## config.mk

```make
export PLATFORM = sky130hd
export DESIGN_NAME = rx_page_ring
export DESIGN_NICKNAME = d
export VERILOG_FILES = /design/src/rtl/rx_page_ring.sv
export SDC_FILE = /design/constraint.sdc
export NUM_CORES = 1
export LEC_CHECK = 0
export ABC_CLOCK_PERIOD_IN_PS = 7000
export BUFFER_PORTS_ARGS = -buffer_cell sky130_fd_sc_hd__buf_2
export CAP_MARGIN = 25
export CELL_PAD_IN_SITES_DETAIL_PLACEMENT = 2
export CELL_PAD_IN_SITES_GLOBAL_PLACEMENT = 2
export CORE_ASPECT_RATIO = 0.7
export CORE_MARGIN = 2
export CORE_UTILIZATION = 25
export DETAILED_ROUTE_END_ITERATION = 6
export PLACE_DENSITY = 0.65
export SYNTH_ARGS = -nofsm -noshare
export SYNTH_HDL_FRONTEND = slang
export SYNTH_SLANG_ARGS = --single-unit
```

## constraint.sdc

```tcl
create_clock -name clk -period 7 [get_ports clk]
set_input_delay 0.7 -clock clk [delete_from_list [all_inputs] [get_ports clk]]
set_output_delay 0.7 -clock clk [all_outputs]
set_load 0.02 [all_outputs]
```

## src/rtl/rx_page_ring.sv

```systemverilog
module rx_page_ring #(
  parameter int PAGE_W = 8
) (
  input  logic              clk,
  input  logic              rst_n,
  input  logic              rx_valid,
  input  logic [7:0]        rx_data,
  input  logic              rx_sof,
  input  logic              rx_eof,
  input  logic              rx_crc_bad,
  input  logic              rx_align_bad,
  output logic              mem_we,
  output logic [PAGE_W+7:0] mem_addr,
  output logic [7:0]        mem_wdata,
  input  logic              host_we,
  input  logic [2:0]        host_addr,
  input  logic [7:0]        host_wdata,
  output logic [7:0]        host_rdata
);

  localparam int CNT_W = 16;
  localparam logic [7:0] HDR_OFF = 8'd4;
  localparam logic [7:0] ST_GOOD = 8'h01;
  localparam logic [7:0] ST_MISS = 8'h10;
  localparam logic [2:0] A_START = 3'd0, A_STOP = 3'd1, A_BND = 3'd2,
                         A_CUR = 3'd3, A_CTL = 3'd4, A_STAT = 3'd5, A_EV = 3'd6;

  typedef enum logic [1:0] {S_IDLE, S_DATA, S_DROP, S_HDR} st_t;

  st_t              st;
  logic [PAGE_W-1:0] pg_start, pg_stop, pg_bnd, pg_cur;
  logic [PAGE_W-1:0] wr_page, frm_page, nxt_page;
  logic [7:0]        wr_off, last_st;
  logic [CNT_W-1:0]  byte_cnt;
  logic [1:0]        hdr_idx;
  logic              mon, ev_ok, ev_drop, ev_ovw, rst_state;

  function automatic logic [PAGE_W-1:0] wrap_inc(input logic [PAGE_W-1:0] p,
                                                 input logic [PAGE_W-1:0] s,
                                                 input logic [PAGE_W-1:0] e);
    logic [PAGE_W-1:0] n;
    n = p + 1'b1;
    return (n == e) ? s : n;
  endfunction

  logic              take_new, wbeat, hit, bad;
  logic [PAGE_W-1:0] tgt_page;
  logic [7:0]        tgt_off, errbits, hdr_byte;
  logic [CNT_W-1:0]  frame_len, cnt4;

  assign take_new  = rx_valid && rx_sof && st == S_IDLE && !mon;
  assign wbeat     = take_new || (rx_valid && st == S_DATA);
  assign tgt_page  = take_new ? pg_cur : wr_page;
  assign tgt_off   = take_new ? HDR_OFF : wr_off;
  assign hit       = wbeat && tgt_page == pg_bnd && (take_new || tgt_off == 8'd0);
  assign frame_len = (take_new ? '0 : byte_cnt) + 1'b1;
  assign bad       = rx_crc_bad || rx_align_bad;
  assign errbits   = {5'd0, rx_align_bad, rx_crc_bad, 1'b0};
  assign cnt4      = byte_cnt + CNT_W'(4);

  always_comb begin
    unique case (hdr_idx)
      2'd0: hdr_byte = ST_GOOD;
      2'd1: hdr_byte = 8'(nxt_page);
      2'd2: hdr_byte = cnt4[7:0];
      default: hdr_byte = cnt4[15:8];
    endcase
  end

  assign mem_we    = (wbeat && !hit) || st == S_HDR;
  assign mem_addr  = (st == S_HDR) ? {frm_page, 6'd0, hdr_idx} : {tgt_page, tgt_off};
  assign mem_wdata = (st == S_HDR) ? hdr_byte : rx_data;

  always_comb begin
    unique case (host_addr)
      A_START: host_rdata = 8'(pg_start);
      A_STOP:  host_rdata = 8'(pg_stop);
      A_BND:   host_rdata = 8'(pg_bnd);
      A_CUR:   host_rdata = 8'(pg_cur);
      A_CTL:   host_rdata = {7'd0, mon};
      A_STAT:  host_rdata = {last_st[7], mon, last_st[5:0]};
      A_EV:    host_rdata = {4'd0, rst_state, ev_ovw, ev_drop, ev_ok};
      default: host_rdata = 8'd0;
    endcase
  end

  always_ff @(posedge clk) begin
    if (!rst_n) begin
      st <= S_IDLE;
      pg_start <= '0; pg_stop <= '0; pg_bnd <= '0; pg_cur <= '0;
      wr_page <= '0; frm_page <= '0; nxt_page <= '0;
      wr_off <= '0; last_st <= '0; byte_cnt <= '0; hdr_idx <= '0;
      mon <= 1'b0; ev_ok <= 1'b0; ev_drop <= 1'b0; ev_ovw <= 1'b0; rst_state <= 1'b0;
    end else begin
      if (host_we) begin
        unique case (host_addr)
          A_START: pg_start <= host_wdata[PAGE_W-1:0];
          A_STOP:  pg_stop  <= host_wdata[PAGE_W-1:0];
          A_BND: begin
            if (host_wdata[PAGE_W-1:0] != pg_bnd) rst_state <= 1'b0;
            pg_bnd <= host_wdata[PAGE_W-1:0];
          end
          A_CUR:   pg_cur <= host_wdata[PAGE_W-1:0];
          A_CTL:   mon <= host_wdata[0];
          A_EV: begin
            ev_ok   <= ev_ok   & ~host_wdata[0];
            ev_drop <= ev_drop & ~host_wdata[1];
            ev_ovw  <= ev_ovw  & ~host_wdata[2];
          end
          default: ;
        endcase
      end

      unique case (st)
        S_IDLE, S_DATA: begin
          if (rx_valid && (st == S_DATA || rx_sof)) begin
            if (hit || (st == S_IDLE && mon)) begin
              if (hit) begin
                ev_ovw    <= 1'b1;
                rst_state <= 1'b1;
              end
              if (rx_eof) begin
                last_st <= ST_MISS | errbits;
                ev_drop <= 1'b1;
                st      <= S_IDLE;
              end else begin
                st <= S_DROP;
              end
            end else begin
              if (st == S_IDLE) frm_page <= pg_cur;
              byte_cnt <= frame_len;
              wr_off   <= tgt_off + 8'd1;
              wr_page  <= (tgt_off == 8'hFF) ? wrap_inc(tgt_page, pg_start, pg_stop) : tgt_page;
              if (rx_eof) begin
                if (bad) begin
                  last_st <= errbits;
                  ev_drop <= 1'b1;
                  st      <= S_IDLE;
                end else begin
                  last_st  <= ST_GOOD;
                  nxt_page <= wrap_inc(tgt_page, pg_start, pg_stop);
                  hdr_idx  <= 2'd0;
                  st       <= S_HDR;
                end
              end else begin
                st <= S_DATA;
              end
            end
          end
        end
        S_DROP: begin
          if (rx_valid && rx_eof) begin
            last_st <= ST_MISS | errbits;
            ev_drop <= 1'b1;
            st      <= S_IDLE;
          end
        end
        default: begin
          hdr_idx <= hdr_idx + 2'd1;
          if (hdr_idx == 2'd3) begin
            pg_cur <= nxt_page;
            ev_ok  <= 1'b1;
            st     <= S_IDLE;
          end
        end
      endcase
    end
  end

endmodule

```

==> flow_summary.toml <==
[yosys]
avgSynthCellArea_um2 = 7.84
syn_inst = 766
synth-seq-area-share_pct = 31.0
synth_ff_type = "dfxtp_1"
syn_area_um2 = 6000
synth_cell_types = 66
async_flop_share_pct = 0
ys_ff_latch = 93
syn_nets = 802
synth_warnings = 0
synth_edf_count = 0

[global_routing]
antenna_found_initial = 0
first_global_vias = 6105
grt_max_degree = 52
grt_pass1_wl_um = 38100
grt_usage_pct = 19.9
grt.overflow.total = 0

[clock_tree]
insertion_delay_ns = 0.37
cts_buffers = 9
clock-sinks = 93
htree_num_levels = 3
cts_buffer_depth = 2
cts_resized = 0
tritoncts = "yes"
root_buffer = "clkbuf_16"
post_cts_buffers = 0
clk_pin_slew_ns = 0.06
cts_hold_buf = 0

[detailed_routing]
drt_iter0_drc = 429
first_pass_iters = 5
vias_per_cell = 5.30
ant_nets = 0
routed_wl_um = 24500
vias = 5889
wire_per_inst_um = 22.0
drc = 0

[finish]
area_delta_synth_final_pct = 13.8
final_area_um2 = 6830
finish.utilization_pct = 29.0
drive_gt1_share_pct = 13.4
nets = 825
diodes = 0

[worst_setup_path]
worstPathMaxFanout = 29
crit_arrival_ns = 3.78
path_class = "in -> out"
reg2reg_slack_ns = 2.76
cp-end-kind = "primary output"
crit_path_start_kind = "primary input"
cp_cell_sequence = "buf_2 -> and3b_1 -> nand2_8 -> nand2_1 -> ha_1 -> nor4bb_1 -> o2111ai_1 -> a221oi_2 -> o2111ai_2 -> o31ai_4 -> buf_4 -> nand2_1 -> buf_2"
slowest_stage = "and3b_1"
crit_required_ns = 6.30
max_stage_delay_ns = 0.52

[die]
core_um2 = 23600
io_pins = 60
die_h_um = 134
dieArea_um2 = 25300
start_util_pct = 25.5
die_w_um = 189
rows = 47

[sta]
fin_crit_sh_pct = 64.0
timing_hold_violations_final = 0
rsz0062_at_grt = "no"
tns_ns = 0
setup_viol = 0
worst-slew-pin-transition_ns = 0.944
fmax_ghz = 0.223
finalCriticalPeriod_ns = 4.48
skew_ns = 0.0153
relSlewSlack_pct = 37.0
drv_slew = 0

[worst_hold_path]
hold_class = "reg -> reg"

[run]
max_cap_viol_count = 0

[place]
place_area_um2 = 6500
dp_hpwl_um = 17900
gp_congestion = 0.871
port_buffers = 59

[power_and_ir_drop]
p_total_uw = 1310
leakage_uw = 0.00255
peakVddDrop_uv = 105
powerDensity_nw_per_um2 = 192

[outcome]
status = "finished clean"
per-layer routing:
layer	up-vias	routed length, um	global-route usage, %
li1	2790	-	-
met2	116	9860	27.7
met1	2967	13400	31.5
met3	16	1020	3.37
met5	-	0	0
met4	0	255	3.78
synth_stat cells (all sizes together) (19+ instances only):
cell type	n	area, um2
nand2	94	369
dfxtp	93	1860
nor2	78	308
a21oi	67	339
o21ai	44	220
nand3	36	180
clkbuf	35	131
mux2i	34	353
inv	26	97.6
xor2	22	193
buf	19	126
nor3	19	95.1
sequential cells by signal, summed over array words and instances, names as in the netlist:
signal	count
wr_page	8
hdr_idx	2
pg_start	8
mon	1
ev_drop	1
byte_cnt	16
ev_ok	1
frm_page	8
wr_off	8
rst_state	1
pg_bnd	8
pg_stop	8
ev_ovw	1
nxt_page	8
st	2
pg_cur	8
last_st	4
report_power, final:
part	switching, uW	internal, uW
sequential	17.1	541
clock	236	334
combinational	123	60.0
layout make-up:
| type | instances | area, um2 |
|---|---|---|
| multi-input cells | 593 | 3790 |
| inverters | 26 | 97.6 |
| fillers | 2752 | 16700 |
| clock inverters | 5 | 82.6 |
| flip-flops and latches | 93 | 1860 |
| well taps | 318 | 398 |
| repair buffers | 66 | 345 |
| clock buffers | 11 | 253 |
per-stage QoR:
step	worst slack, ns	std cells	hold WS [ns]
2_1_floorplan	2.93	766	0.437
3_3_place_gp	2.49	1095	0.446
3_5_place_dp	2.39	1096	0.460
4_1_cts	2.52	1112	0.473
5_1_grt	2.26	1112	0.498
6_report	2.52	1112	0.469
cell usage in the layout, fill, tap and decap left out, drive strengths merged, types with 11 or more instances in the layout:
cell and instances:
a21oi 67, xor2 22, nor2 78, clkbuf 11
a21o 14, o21ai 44, nor3 19, nand3 36
inv 26, nand4 12, dfxtp 93, mux2i 34
xnor2 17, and3 11, buf 66, a211oi 18
nand2 94
critical path, delay by kind of cell:
kind,cells,cell delay [ns]
AO/OA/AOI/OAI,4,0.95
adder cells (fa/ha/maj),1,0.16
AND/OR/NAND/NOR,5,1.27
buffers and inverters,3,0.67
final timing paths:
path                           start                      end  depth (start not counted)
setup / recovery              rx_sof                   mem_we                         13
hold / removal      ev_ok$_SDFF_PN0_         ev_ok$_SDFF_PN0_                          2
setup reg to reg  st[0]$_SDFFE_PN0P_  wr_page[4]$_SDFFE_PN0P_                         14
hold reg to reg     ev_ok$_SDFF_PN0_         ev_ok$_SDFF_PN0_                          2
logic make-up (layout without fill, tap and decap cells):
logic type      after synthesis  count (layout)  share of synthesized area [%]
flops                        93              93                           31.0
mux                          44              44                           9.26
compound gates              195             195                           21.1
xor+xnor                     40              40                           6.09
fa+ha+maj                     9               9                           1.88
simple gates                305             305                           24.7
buf+inv                      80             108                           5.92
Note: power is estimated with default switching activity, not from simulation.
